**src/rtl/sector_tracker_pkg.sv**
```systemverilog
package sector_tracker_pkg;

    // Line positions inside the synchroniser vector
    localparam int LINE_REV  = 0;
    localparam int LINE_BND  = 1;
    localparam int NUM_LINES = 2;

endpackage

```
**src/rtl/sector_tracker_edge.sv**
```systemverilog
module sector_tracker_edge #(
    parameter int LINES  = 2,
    parameter int STAGES = 2
) (
    input  logic             clk_i,
    input  logic             rst_ni,
    input  logic [LINES-1:0] pin_n_i,
    output logic [LINES-1:0] rise_o
);

    typedef struct packed {
        logic [STAGES-1:0][LINES-1:0] sync;
        logic [LINES-1:0]             prev;
    } edge_st_t;

    edge_st_t st_d, st_q;

    always_comb begin
        st_d = st_q;
        // invert at the boundary: active becomes 1
        st_d.sync[0] = ~pin_n_i;
        for (int i = 1; i < STAGES; i++) begin
            st_d.sync[i] = st_q.sync[i-1];
        end
        st_d.prev = st_q.sync[STAGES-1];
    end

    always_ff @(posedge clk_i or negedge rst_ni) begin
        if (!rst_ni) begin
            st_q <= '0;
        end else begin
            st_q <= st_d;
        end
    end

    assign rise_o = st_q.sync[STAGES-1] & ~st_q.prev;

    generate
        for (genvar g = 0; g < LINES; g++) begin : g_line_chk

            single_rise_chk: assert property (@(posedge clk_i) disable iff (!rst_ni)
                rise_o[g] |=> !rise_o[g]);
        end
    endgenerate

endmodule

```
**src/rtl/sector_tracker_count.sv**
```systemverilog
module sector_tracker_count #(
    parameter int SECTORS = 12,
    parameter int CW      = 4
) (
    input  logic          clk_i,
    input  logic          rst_ni,
    input  logic          rev_i,
    input  logic          bnd_i,
    output logic          evt_o,
    output logic [CW-1:0] nxt_cnt_o,
    output logic          nxt_valid_o,
    output logic [CW-1:0] cnt_o,
    output logic          valid_o,
    output logic          err_o
);

    localparam logic [CW-1:0] LAST = CW'(SECTORS - 1);

    typedef struct packed {
        logic [CW-1:0] cnt;
        logic          valid;
        logic          err;
    } cnt_st_t;

    cnt_st_t st_d, st_q;
    logic    evt_d;

    always_comb begin
        st_d  = st_q;
        evt_d = 1'b0;
        if (rev_i) begin
            st_d.cnt   = '0;
            st_d.valid = 1'b1;
            evt_d      = 1'b1;
        end else if (bnd_i && st_q.valid) begin
            evt_d = 1'b1;
            if (st_q.cnt == LAST) begin
                st_d.cnt = '0;
                st_d.err = 1'b1;
            end else begin
                st_d.cnt = st_q.cnt + 1'b1;
            end
        end
    end

    always_ff @(posedge clk_i or negedge rst_ni) begin
        if (!rst_ni) begin
            st_q <= '0;
        end else begin
            st_q <= st_d;
        end
    end

    assign evt_o       = evt_d;
    assign nxt_cnt_o   = st_d.cnt;
    assign nxt_valid_o = st_d.valid;
    assign cnt_o       = st_q.cnt;
    assign valid_o     = st_q.valid;
    assign err_o       = st_q.err;


    cnt_range_chk: assert property (@(posedge clk_i) disable iff (!rst_ni)
        cnt_o <= LAST);

    idle_zero_chk: assert property (@(posedge clk_i) disable iff (!rst_ni)
        !valid_o |-> cnt_o == '0);

    err_sticky_chk: assert property (@(posedge clk_i) disable iff (!rst_ni)
        err_o |=> err_o);

    rev_zero_chk: assert property (@(posedge clk_i) disable iff (!rst_ni)
        rev_i |=> (cnt_o == '0) && valid_o);

endmodule

```
**src/rtl/sector_tracker_match.sv**
```systemverilog
module sector_tracker_match #(
    parameter int CW = 4
) (
    input  logic          clk_i,
    input  logic          rst_ni,
    input  logic          load_i,
    input  logic [CW-1:0] tgt_i,
    input  logic          evt_i,
    input  logic [CW-1:0] nxt_cnt_i,
    input  logic          nxt_valid_i,
    output logic          match_o
);

    typedef struct packed {
        logic [CW-1:0] tgt;
        logic          armed;
        logic          match;
    } mt_st_t;

    mt_st_t st_d, st_q;

    always_comb begin
        st_d       = st_q;
        st_d.match = evt_i && nxt_valid_i && st_q.armed && (nxt_cnt_i == st_q.tgt);
        if (st_d.match) begin
            st_d.armed = 1'b0;
        end
        if (load_i) begin
            st_d.tgt   = tgt_i;
            st_d.armed = 1'b1;
        end
    end

    always_ff @(posedge clk_i or negedge rst_ni) begin
        if (!rst_ni) begin
            st_q <= '0;
        end else begin
            st_q <= st_d;
        end
    end

    assign match_o = st_q.match;


    match_pulse_chk: assert property (@(posedge clk_i) disable iff (!rst_ni)
        match_o |=> !match_o);

    disarm_chk: assert property (@(posedge clk_i) disable iff (!rst_ni)
        (match_o && !$past(load_i)) |-> !st_q.armed);

endmodule

```
**src/rtl/sector_tracker.sv**
```systemverilog
module sector_tracker #(
    parameter int SECTORS     = 12,
    parameter int SYNC_STAGES = 2,
    localparam int CW         = (SECTORS > 1) ? $clog2(SECTORS) : 1
) (
    input  logic          clk_i,
    input  logic          rst_ni,
    input  logic          index_n_i,
    input  logic          sector_n_i,
    input  logic          tgt_load_i,
    input  logic [CW-1:0] tgt_sector_i,
    output logic [CW-1:0] sector_o,
    output logic          valid_o,
    output logic          match_o,
    output logic          overrun_o
);

    import sector_tracker_pkg::*;

    logic [NUM_LINES-1:0] pins_n;
    logic [NUM_LINES-1:0] rises;
    logic                 evt;
    logic [CW-1:0]        nxt_cnt;
    logic                 nxt_valid;

    always_comb begin
        pins_n           = '1;
        pins_n[LINE_REV] = index_n_i;
        pins_n[LINE_BND] = sector_n_i;
    end

    sector_tracker_edge #(
        .LINES  (NUM_LINES),
        .STAGES (SYNC_STAGES)
    ) u_edge (
        .clk_i   (clk_i),
        .rst_ni  (rst_ni),
        .pin_n_i (pins_n),
        .rise_o  (rises)
    );

    sector_tracker_count #(
        .SECTORS (SECTORS),
        .CW      (CW)
    ) u_count (
        .clk_i       (clk_i),
        .rst_ni      (rst_ni),
        .rev_i       (rises[LINE_REV]),
        .bnd_i       (rises[LINE_BND]),
        .evt_o       (evt),
        .nxt_cnt_o   (nxt_cnt),
        .nxt_valid_o (nxt_valid),
        .cnt_o       (sector_o),
        .valid_o     (valid_o),
        .err_o       (overrun_o)
    );

    sector_tracker_match #(
        .CW (CW)
    ) u_match (
        .clk_i       (clk_i),
        .rst_ni      (rst_ni),
        .load_i      (tgt_load_i),
        .tgt_i       (tgt_sector_i),
        .evt_i       (evt),
        .nxt_cnt_i   (nxt_cnt),
        .nxt_valid_i (nxt_valid),
        .match_o     (match_o)
    );


    match_valid_chk: assert property (@(posedge clk_i) disable iff (!rst_ni)
        match_o |-> valid_o);

endmodule

```
**config.mk**
```make
export PLATFORM = sky130hd
export DESIGN_NAME = sector_tracker
export DESIGN_NICKNAME = d
export VERILOG_FILES = /design/src/rtl/sector_tracker_pkg.sv /design/src/rtl/sector_tracker_edge.sv /design/src/rtl/sector_tracker_count.sv /design/src/rtl/sector_tracker_match.sv /design/src/rtl/sector_tracker.sv
export SDC_FILE = /design/constraint.sdc
export NUM_CORES = 1
export LEC_CHECK = 0
export BUFFER_PORTS_ARGS = -buffer_cell sky130_fd_sc_hd__buf_2
export CORE_ASPECT_RATIO = 1.5
export CORE_UTILIZATION = 25
export DETAILED_ROUTE_END_ITERATION = 7
export PLACE_DENSITY_LB_ADDON = 0.05
export SYNTH_ARGS = -nofsm -noshare
export SYNTH_HDL_FRONTEND = slang
export SYNTH_SLANG_ARGS = --single-unit
export TNS_END_PERCENT = 5
```
**constraint.sdc**
```tcl
create_clock -name clk_i -period 4.5 [get_ports clk_i]
set_clock_uncertainty 0.1 [all_clocks]
set_input_delay 0.45 -clock clk_i [delete_from_list [all_inputs] [get_ports clk_i]]
set_output_delay 0.45 -clock clk_i [all_outputs]
set_load 0.01 [all_outputs]
```
# After elaboration in Yosys (flattened, before gate mapping)

Index checks and enable logic that the tools add are counted.

Muxes and demuxes: 8
Shift operators: 0
$add $sub $neg: 1
Eq/ne operators: 2
Divide/modulo/power cells: 0
Reductions and logical operators: 6
$lt $le $gt $ge: 0
Multiply operators: 0
Bitwise gates (word level): 4

Operators with widths:

| cell                | number |
|---|---|
| $mux 4              | 3 |
| $mux 1              | 5 |
| $add 4x1->4 const B | 1 |
| $eq 4x4->1          | 1 |
| $eq 4x4->1 const B  | 1 |
| $logic_and 1x1->1   | 4 |
| $not 2->2           | 2 |
| $reduce_and 3->1    | 1 |
| $and 2x2->2         | 1 |
| $reduce_bool 2->1   | 1 |
| $not 1->1           | 1 |

Output and inout bits: 7
RAM bits: 0
Memory bits (read-only): 0
Logic and storage cells: 30
Bits of input ports: 9
Bits in registers: 18
Bits in latches: 0
Memories kept: 0

# Longest topological paths before layout

Gate-level depths: netlist of run 1.

Word-level depth: 10
Mapped depth: 6
Depth with buffers taken out: 6

# Hierarchy

Synthesis of run 1 repeated with hierarchy kept, for this count alone.

Cell total of the unflattened synthesis: 58
Area total of the unflattened synthesis: 730.7 um2

Modules (own cells, without submodules):

| module               | sequential area each (um2) | area an instance (um2) | cells an instance | instances |
|---|---|---|---|---|
| sector_tracker_count | 150.1                      | 282.8                  | 29                | 1 |
| sector_tracker_match | 150.1                      | 262.8                  | 19                | 1 |
| sector_tracker_edge  | 150.1                      | 185.2                  | 10                | 1 |

# Worst setup path before layout of run 1

No wires, ideal clock.

Kind: register -> register
Start: register u_count.st_q (netlist bit u_count.cnt_o[0])
End: register u_match.st_q[1] in the netlist's numbering
Buffers on the path: 0
Clock period less this slack: 2.071 ns
Setup time: 0.129 ns
Arrival: 1.842 ns
Cell stages (with the launch flop): 7
Required time: 4.271 ns
Path slack: 2.429 ns
Cells stage by stage: dfrtp_1 ha_1 nand4b_2 mux2i_4 o21a_1 o31a_1 o41a_1

Longest elaborated chain between the ends: 7
Elaborated cells between the ends (all ways): 8
Those cells by class: add/sub (1); eq/ne (2); mux (3); reduce/logical (2)

Ends and longest elaborated chain:

| element                                          | line                                                   | source |
|---|---|---|
| start: declaration                               | sector_tracker_count.sv:25                             | `cnt_st_t st_d, st_q;` |
| start signal: assignment                         | sector_tracker_count.sv:50                             | `st_q <= st_d;` |
| $add 4x1->4 / $eq 4x4->1 (equally long branches) | sector_tracker_count.sv:41, sector_tracker_count.sv:37 |  |
| $mux 4                                           | sector_tracker_count.sv:37                             | `if (st_q.cnt == LAST) begin` |
| $mux 4 *                                         | sector_tracker_count.sv:35                             | `end else if (bnd_i && st_q.valid) begin` |
| $mux 4 *                                         | sector_tracker_count.sv:31                             | `if (rev_i) begin` |
| $eq 4x4->1 *                                     | sector_tracker_match.sv:24                             | `st_d.match = evt_i && nxt_valid_i && st_q.armed && (nxt_cnt_i == st_q.tgt);` |
| $logic_and 1x1->1 *                              | sector_tracker_match.sv:24                             |  |
| $reduce_bool 2->1 (no source line) *             | -                                                      |  |
| end signal: assignment                           | sector_tracker_match.sv:38                             | `st_q <= st_d;` |
| end: declaration                                 | sector_tracker_match.sv:20                             | `mt_st_t st_d, st_q;` |

Every way passes the cells marked *; elsewhere a longest branch is shown, timed or not.
A chain may end at the register's enable or synchronous reset.

# Worst setup path after layout of run 1

Same ends and word-level chain as after synthesis.

==> results of run 1 <==
-- worst max-delay path: stages (launching register included) --
cell and delay [ps]:
sky130_fd_sc_hd__dfrtp_1 420, sky130_fd_sc_hd__ha_1 260, sky130_fd_sc_hd__nand4b_2 140, sky130_fd_sc_hd__mux2i_4 290, sky130_fd_sc_hd__nor3_2 60, sky130_fd_sc_hd__o31a_1 320
sky130_fd_sc_hd__o41a_1 410
-- cell families after synthesis --
logic type / after synthesis / share of synthesized area, %
adders and majority gates: 1 / 1.54
xor gates and xnor gates: 2 / 2.16
buffers and inverters: 4 / 2.01
and+or+nand+nor: 22 / 17.0
AOI/OAI and AO/OA: 10 / 12.2
muxes: 6 / 9.57
DFF: 18 / 55.6
-- synth_stat cells (all sizes together) --
cell    number
o21a         2
or2          1
dfrtp       18
a41o         1
ha           1
inv          3
buf          1
nor4         1
a311oi       2
nor3         2
o41a         1
a31oi        1
o31a         1
or2b         1
nand4b       1
nand2        3
mux2         4
or3          1
nor2b        1
mux2i        2
a21oi        1
o32ai        1
nand3b       1
nand3        2
xor2         2
nor2         5
nand2b       3
-- stage by stage --
stage | cells | utilization [%] | setup WS, ps | hold WS (ps) | total power (µW)
floorplan | 63 | - | 2430 | 54.4 | 238
global placement | 117 | 29.8 | 2420 | 234 | 264
detailed placement | 117 | 29.8 | 2390 | 236 | 265
CTS | 121 | 31.5 | 2370 | 36.7 | 400
global route | 121 | 31.5 | 2280 | 51.1 | 414
finish | 121 | 31.5 | 2390 | 19.5 | 389
-- metal layers --
metal | GRT usage [%] | wire length [µm]
met5 | 0 | 0
met4 | 6.86 | 43
met3 | 1.91 | 45
met2 | 18.6 | 764
met1 | 11.6 | 646
-- worst paths after layout --
check                                                start  depth (start not counted)  slack (ps)                           to
worst max-delay path            u_count.cnt_o[0]$_DFF_PN0_                          6        2390  u_match.st_q[1]$_DFFE_PN0P_
worst min-delay path                                rst_ni                          1          20   u_count.cnt_o[1]$_DFF_PN0_
worst max register to register  u_count.cnt_o[0]$_DFF_PN0_                          6        2390  u_match.st_q[1]$_DFFE_PN0P_
worst min register to register    u_edge.st_d[4]$_DFF_PN0_                          0         250     u_edge.st_d[0]$_DFF_PN0_
max in group asynchronous                           rst_ni                          1        3980     u_edge.st_d[4]$_DFF_PN0_
min in group clk_i                               index_n_i                          2         230     u_edge.st_d[4]$_DFF_PN0_
-- cell type report --
cell class              count  area (µm²)
repair buffers             15        75.1
flip-flops and latches     18         450
well taps                  40        50.0
inverters                   3        11.3
fillers                   355        2140
multi-input cells          41         344
clock buffers               4        55.1
-- state kept, by name (all words and copies together) (netlist names) --
name and flops:
u_match.match_o 1, u_count.err_o 1, u_count.valid_o 1, u_count.cnt_o 4
u_edge.st_q 2, u_match.st_q 5, u_edge.st_d 4
-- power groups by stage --
stage / clock network, µW / registers (µW) / logic [µW]
floorplan: 0 / 195 / 43.2
global placement: 0 / 195 / 69.3
detailed placement: 0 / 195 / 69.2
CTS: 138 / 192 / 69.5
global route: 141 / 195 / 76.9
finish: 130 / 192 / 67.4
==> qor.yml, run 1 <==
grt_overflow: 0
cp_data_required_time_ps: 4540
synth.area.top_cells: "sky130_fd_sc_hd__dfrtp_1 56%, sky130_fd_sc_hd__mux2_2 5.6%, sky130_fd_sc_hd__mux2i_4 2.8%, sky130_fd_sc_hd__a31oi_4 2.6%, sky130_fd_sc_hd__nand2b_1 2.3%"
synthesis.yosys.warnings: 0
ioPinCount: 16
synthesis.nets: 73
syn-instance-count: 63
synth.largest_area_cell: "sky130_fd_sc_hd__dfrtp_1"
floorplan.die_area_mm2: 0.00348
finalInstanceArea_um2: 986
maxClockFrequency_mhz: 474
drt-wirelength-per-cell_um: 12.4
synth_sequential_area_ratio_pct: 55.6
setup_tns_ps: 0
clock_sink_count: 18
synth_top_area_share_pct: 55.6
cts_repair_resize_count: 0
ys_ff_latch: 18
tightestPinTransition_ps: 711
grt_setup_unrepaired: "no"
max_cap_violations: 0
num_vias: 556
rows: 25
tritoncts: "yes"
final_count_of_pins_violating_max_slew: 0
flow.area_growth_from_synthesis_pct: 21.6
route.final.wire_length_um: 1500
timing.critical_path.fanout_max: 5
antenna_diode_count: 0
dpl-instance-area_um2: 931
path_class: "flip-flop to flip-flop"
final-setup-viol-count: 0
start_kind: "flip-flop"
grt_pass1_vias: 587
worst_skew_pair.late_latency_ps: 250
post_synth_num_cell_types: 29
drcViolationCount: 0
period_needed_ps: 2110
final-hold-violation-count: 0
power_frac_seq_pct: 49.4
grt_start_max_net_pins: 19
powerDensity_mw_per_mm2: 394
gr-usage-all-layers_pct: 10.6
grt_pass1_wl_um: 2710
clock-root-buffer: "sky130_fd_sc_hd__clkbuf_8"
clock_edge_transition_at_the_registers_on_the_reported_setup_and_hold_paths_ps: 70
syn_avg_cell_area_um2: 12.9
fraction_of_power_spent_switching_nets_pct: 26.7
core_mm2: 0.00313
antenna_found_initial: 0
ctsHtreeMaxLevel: 1
floorplan.initialDensity_pct: 25.9
final_common_cell: "sky130_fd_sc_hd__dfrtp_1"
total_switching_power_uw: 104
slew_headroom_pct: 52.5
gpl_congestion: 0.642
dp.final_hpwl_um: 1140
layout.nets: 92
dieHeight_um: 71.7
synth.cell_area_um2: 811
power_report.internal_total_uw: 285
dieWidth_um: 48.5
holdCritPathClass: "input pin to async pin"
p_comb_share_pct: 17.3
leading_cell_types_in_the_layout_fill_and_taps_excluded: "18 x sky130_fd_sc_hd__dfrtp_1, 15 x sky130_fd_sc_hd__buf_2, 5 x sky130_fd_sc_hd__nor2_1"
clock_path_buffers: 2
drtPass1Iterations: 3
ctsHoldBuffers: 0
vias_per_cell: 4.60
run_status: "finished, final reports clean"
remaining_antenna_violation_count: 0
critical_path_arrival_ps: 2140
post_cts_setup_inserts: 0
buffers_on_ports: 15
cts_inserted_buffers: 3
endpoint_kind: "flip-flop"
power.ir.vdd_worst_v: 0.000136
drive_gt1_share_pct: 38.3
final_min_period_over_clock_period_pct: 46.8
power_frac_clock_pct: 33.3
drt-initial-drc-count: 5
static-leakage-power_uw: 0.000440
(Power assumes the default switching activity.)
==> run 2: changes to the inputs <==
clock period = 1.99 ns   (was 4.5 ns; I/O delays follow)
==> run 2 against run 1 <==
Against the previous run:
- clock power rose by 130%
- maximum frequency rose by 9.0%
- via count rose by 7.7%
- core utilization rose by 3.9 points
- global-route usage rose by 0.70 points
- final area rose by 12%
- critical endpoint is now u_match.match_o$_DFF_PN0_
==> qor.yml, run 2 (synthesis results as in run 1) <==
run_status: "finished, final reports clean"
buffers_on_ports: 15  # unchanged
numPlacedInstances: 123  # +5.1%
clock_path_buffers: 2  # unchanged
worst_path_largest_cell_delay_ps: 430  # about the same
dieWidth_um: 48.5  # unchanged
tightestPinTransition_ps: 418  # -293 ps
ioPinCount: 16  # unchanged
dp.final_hpwl_um: 1330  # +17%
rows: 25  # unchanged
setup_tns_ps: 0  # unchanged
detailroute.wirelength.met3_um: 47  # +4.4%
layout.nets: 102  # +11%
drt-wirelength-per-cell_um: 13.1  # +5.6%
timing.hold.worst_endpoint: "u_match.st_q[5]$_DFFE_PN0P_"
final_common_cell: "sky130_fd_sc_hd__dfrtp_1"
grt_setup_unrepaired: "yes"
final_count_of_pins_violating_max_slew: 0  # unchanged
p_total_uw: 937  # +140%
setup_ws_ps: 56.4  # -2340 ps
period_needed_ps: 1930  # -174 ps
power_report.internal_total_uw: 680  # +140%
gr-usage-all-layers_pct: 11.3  # +0.70 points
worst_skew_pair.late_latency_ps: 250  # about the same
final_core_utilization_pct: 35.4  # +3.9 points
drcViolationCount: 0  # unchanged
clock_sink_count: 18  # unchanged
holdCritPathClass: "input pin to flip-flop"
clock_edge_transition_at_the_registers_on_the_reported_setup_and_hold_paths_ps: 70  # about the same
clock-root-buffer: "sky130_fd_sc_hd__clkbuf_8"
grt_pass1_vias: 612  # +4.3%
reg2reg_from: "u_count.cnt_o[0]$_DFF_PN0_"
grt_start_max_net_pins: 19  # unchanged
dieHeight_um: 71.7  # unchanged
place_worst_setup_slack_ps: 4.55  # -2380 ps
tritoncts: "yes"
total_switching_power_uw: 257  # +150%
gpl_congestion: 0.708  # +10%
power.ir.vdd_worst_v: 0.000309  # +130%
power_frac_seq_pct: 45.9  # -3.5 points
route.final.wire_length_um: 1710  # +14%
cp_data_required_time_ps: 2030  # -2510 ps
maxClockFrequency_mhz: 517  # +9.0%
drtPass1Iterations: 4  # +1
top_register: "u_match.st_q"
start_kind: "flip-flop"
final-setup-viol-count: 0  # unchanged
worst_r2r_endpoint: "u_match.match_o$_DFF_PN0_"
static-leakage-power_uw: 0.000485  # +10%
floorplan.die_area_mm2: 0.00348  # unchanged
remaining_antenna_violation_count: 0  # unchanged
final_min_period_over_clock_period_pct: 97.2  # +50 points
final-hold-violation-count: 0  # unchanged
vias_per_cell: 4.57  # -0.49%
timing.critical_path.slowest_stage_cell: "sky130_fd_sc_hd__dfrtp_2"
critical_path_arrival_ps: 1970  # -170 ps
antenna_diode_count: 0  # unchanged
drive_gt1_share_pct: 48.4  # +10 points
leading_cell_types_in_the_layout_fill_and_taps_excluded: "16 x sky130_fd_sc_hd__dfrtp_1, 15 x sky130_fd_sc_hd__buf_2, 7 x sky130_fd_sc_hd__buf_4"
met1_length_um: 661  # +2.3%
crit_family: "simple AND/OR/NAND/NOR gates"
floorplan.initialDensity_pct: 25.9  # unchanged
num_vias: 599  # +7.7%
setup.reg_to_reg.worst_slack_ps: 60  # -2340 ps
fraction_of_power_spent_switching_nets_pct: 27.5  # +0.80 points
timing.critical_path.fanout_max: 3  # -2
power_frac_clock_pct: 31.8  # -1.5 points
cts_inserted_buffers: 3  # unchanged
drt-initial-drc-count: 6  # +1
grt_pass1_wl_um: 2880  # +6.1%
antenna_found_initial: 0  # unchanged
ctsHtreeMaxLevel: 1  # unchanged
fillers: 329  # -7.3%
hold_path.startpoint: "tgt_sector_i[3]"
slew_headroom_pct: 72.1  # +20 points
routed.top_layer: "met4"
timing.critical_path.buf_inv: 1  # +1
largest_reg_flops: 5  # unchanged
path_class: "flip-flop to flip-flop"
worstHoldPathCells: 2
finish.cell_count_without_fillers: 131  # +8.3%
worst-path-stages: 7  # +1
crit_path_cell_trace: "ha_4 > nand4b_4 > mux2i_4 > buf_4 > nor3_2 > o31a_1 > nor4_1"
max_cap_violations: 0  # unchanged
reg2reg_depth: 7  # +1
grt_overflow: 0  # unchanged
endpoint_kind: "flip-flop"
wl_met2_um: 962  # +26%
p_comb_share_pct: 22.3  # +5.0 points
core_mm2: 0.00313  # unchanged
powerDensity_mw_per_mm2: 846  # +110%
flow.area_growth_from_synthesis_pct: 36.7
==> run 2: cell types whose count changed in the layout (fill, tap and decap cells not counted), sizes merged <==
cell | before | now
buf | 15 | 22
dlygate4sd3 | 0 | 3
==> run 2: what timing repair did <==
action                     in CTS  in global routing
hold endpoints to repair       20                  0
setup buffers                   0                  1
hold buffers                    3                  0
setup endpoints to repair       0                  2
gates resized for setup         0                  3
==> run 2: cell type report <==
class / instances / area, µm² / share of cell area (%)
sequential: 18 / 453 / 40.9
multi-input combinational: 41 / 382 / 34.4
timing repair buffer: 25 / 158 / 14.2
clock buffer: 4 / 55.1 / 4.97
tap: 40 / 50.0 / 4.51
inverter: 3 / 11.3 / 1.02
==> run 2: worst max-delay path by stage <==
stage                                     startpoint                     endpoint
after floorplan           u_count.cnt_o[0]$_DFF_PN0_  u_match.st_q[1]$_DFFE_PN0P_
after global placement      u_edge.st_q[1]$_DFF_PN0_  u_match.st_q[1]$_DFFE_PN0P_
after detailed placement  u_count.cnt_o[0]$_DFF_PN0_  u_match.st_q[1]$_DFFE_PN0P_
after CTS                 u_count.cnt_o[0]$_DFF_PN0_  u_match.st_q[1]$_DFFE_PN0P_
after global routing      u_count.cnt_o[1]$_DFF_PN0_  u_match.st_q[1]$_DFFE_PN0P_
final                     u_count.cnt_o[0]$_DFF_PN0_    u_match.match_o$_DFF_PN0_
==> run 2: stage by stage <==
stage	hold slack, ps	instance area [µm²]
after detailed placement	66.8	1000
after floorplan	-197	835
after CTS	66.9	1080
after global routing	75.8	1110
after global placement	60.0	1000
final	72.8	1110
==> run 2: power by group through the flow <==
stage / clock (µW) / sequential [µW] / combinational (µW)
CTS: 311 / 431 / 204
global route: 323 / 435 / 229
global placement: 0 / 438 / 199
finish: 298 / 430 / 209
floorplan: 0 / 447 / 104
detailed placement: 0 / 438 / 199
==> run 2: per-layer routing <==
layer  GRT usage [%]  vias to the layer above
li1                -                      284
met1            11.3                      299
met2            21.4                       12
met3            1.91                        4
met4            6.86                        0
met5               0                        -
==> run 2: worst register-to-register path, stage by stage (launching register included) <==
cell,delay (ps)
sky130_fd_sc_hd__dfrtp_2,430
sky130_fd_sc_hd__ha_4,170
sky130_fd_sc_hd__nand4b_4,100
sky130_fd_sc_hd__mux2i_4,260
sky130_fd_sc_hd__buf_4,150
sky130_fd_sc_hd__nor3_2,30
sky130_fd_sc_hd__o31a_1,260
sky130_fd_sc_hd__nor4_1,330
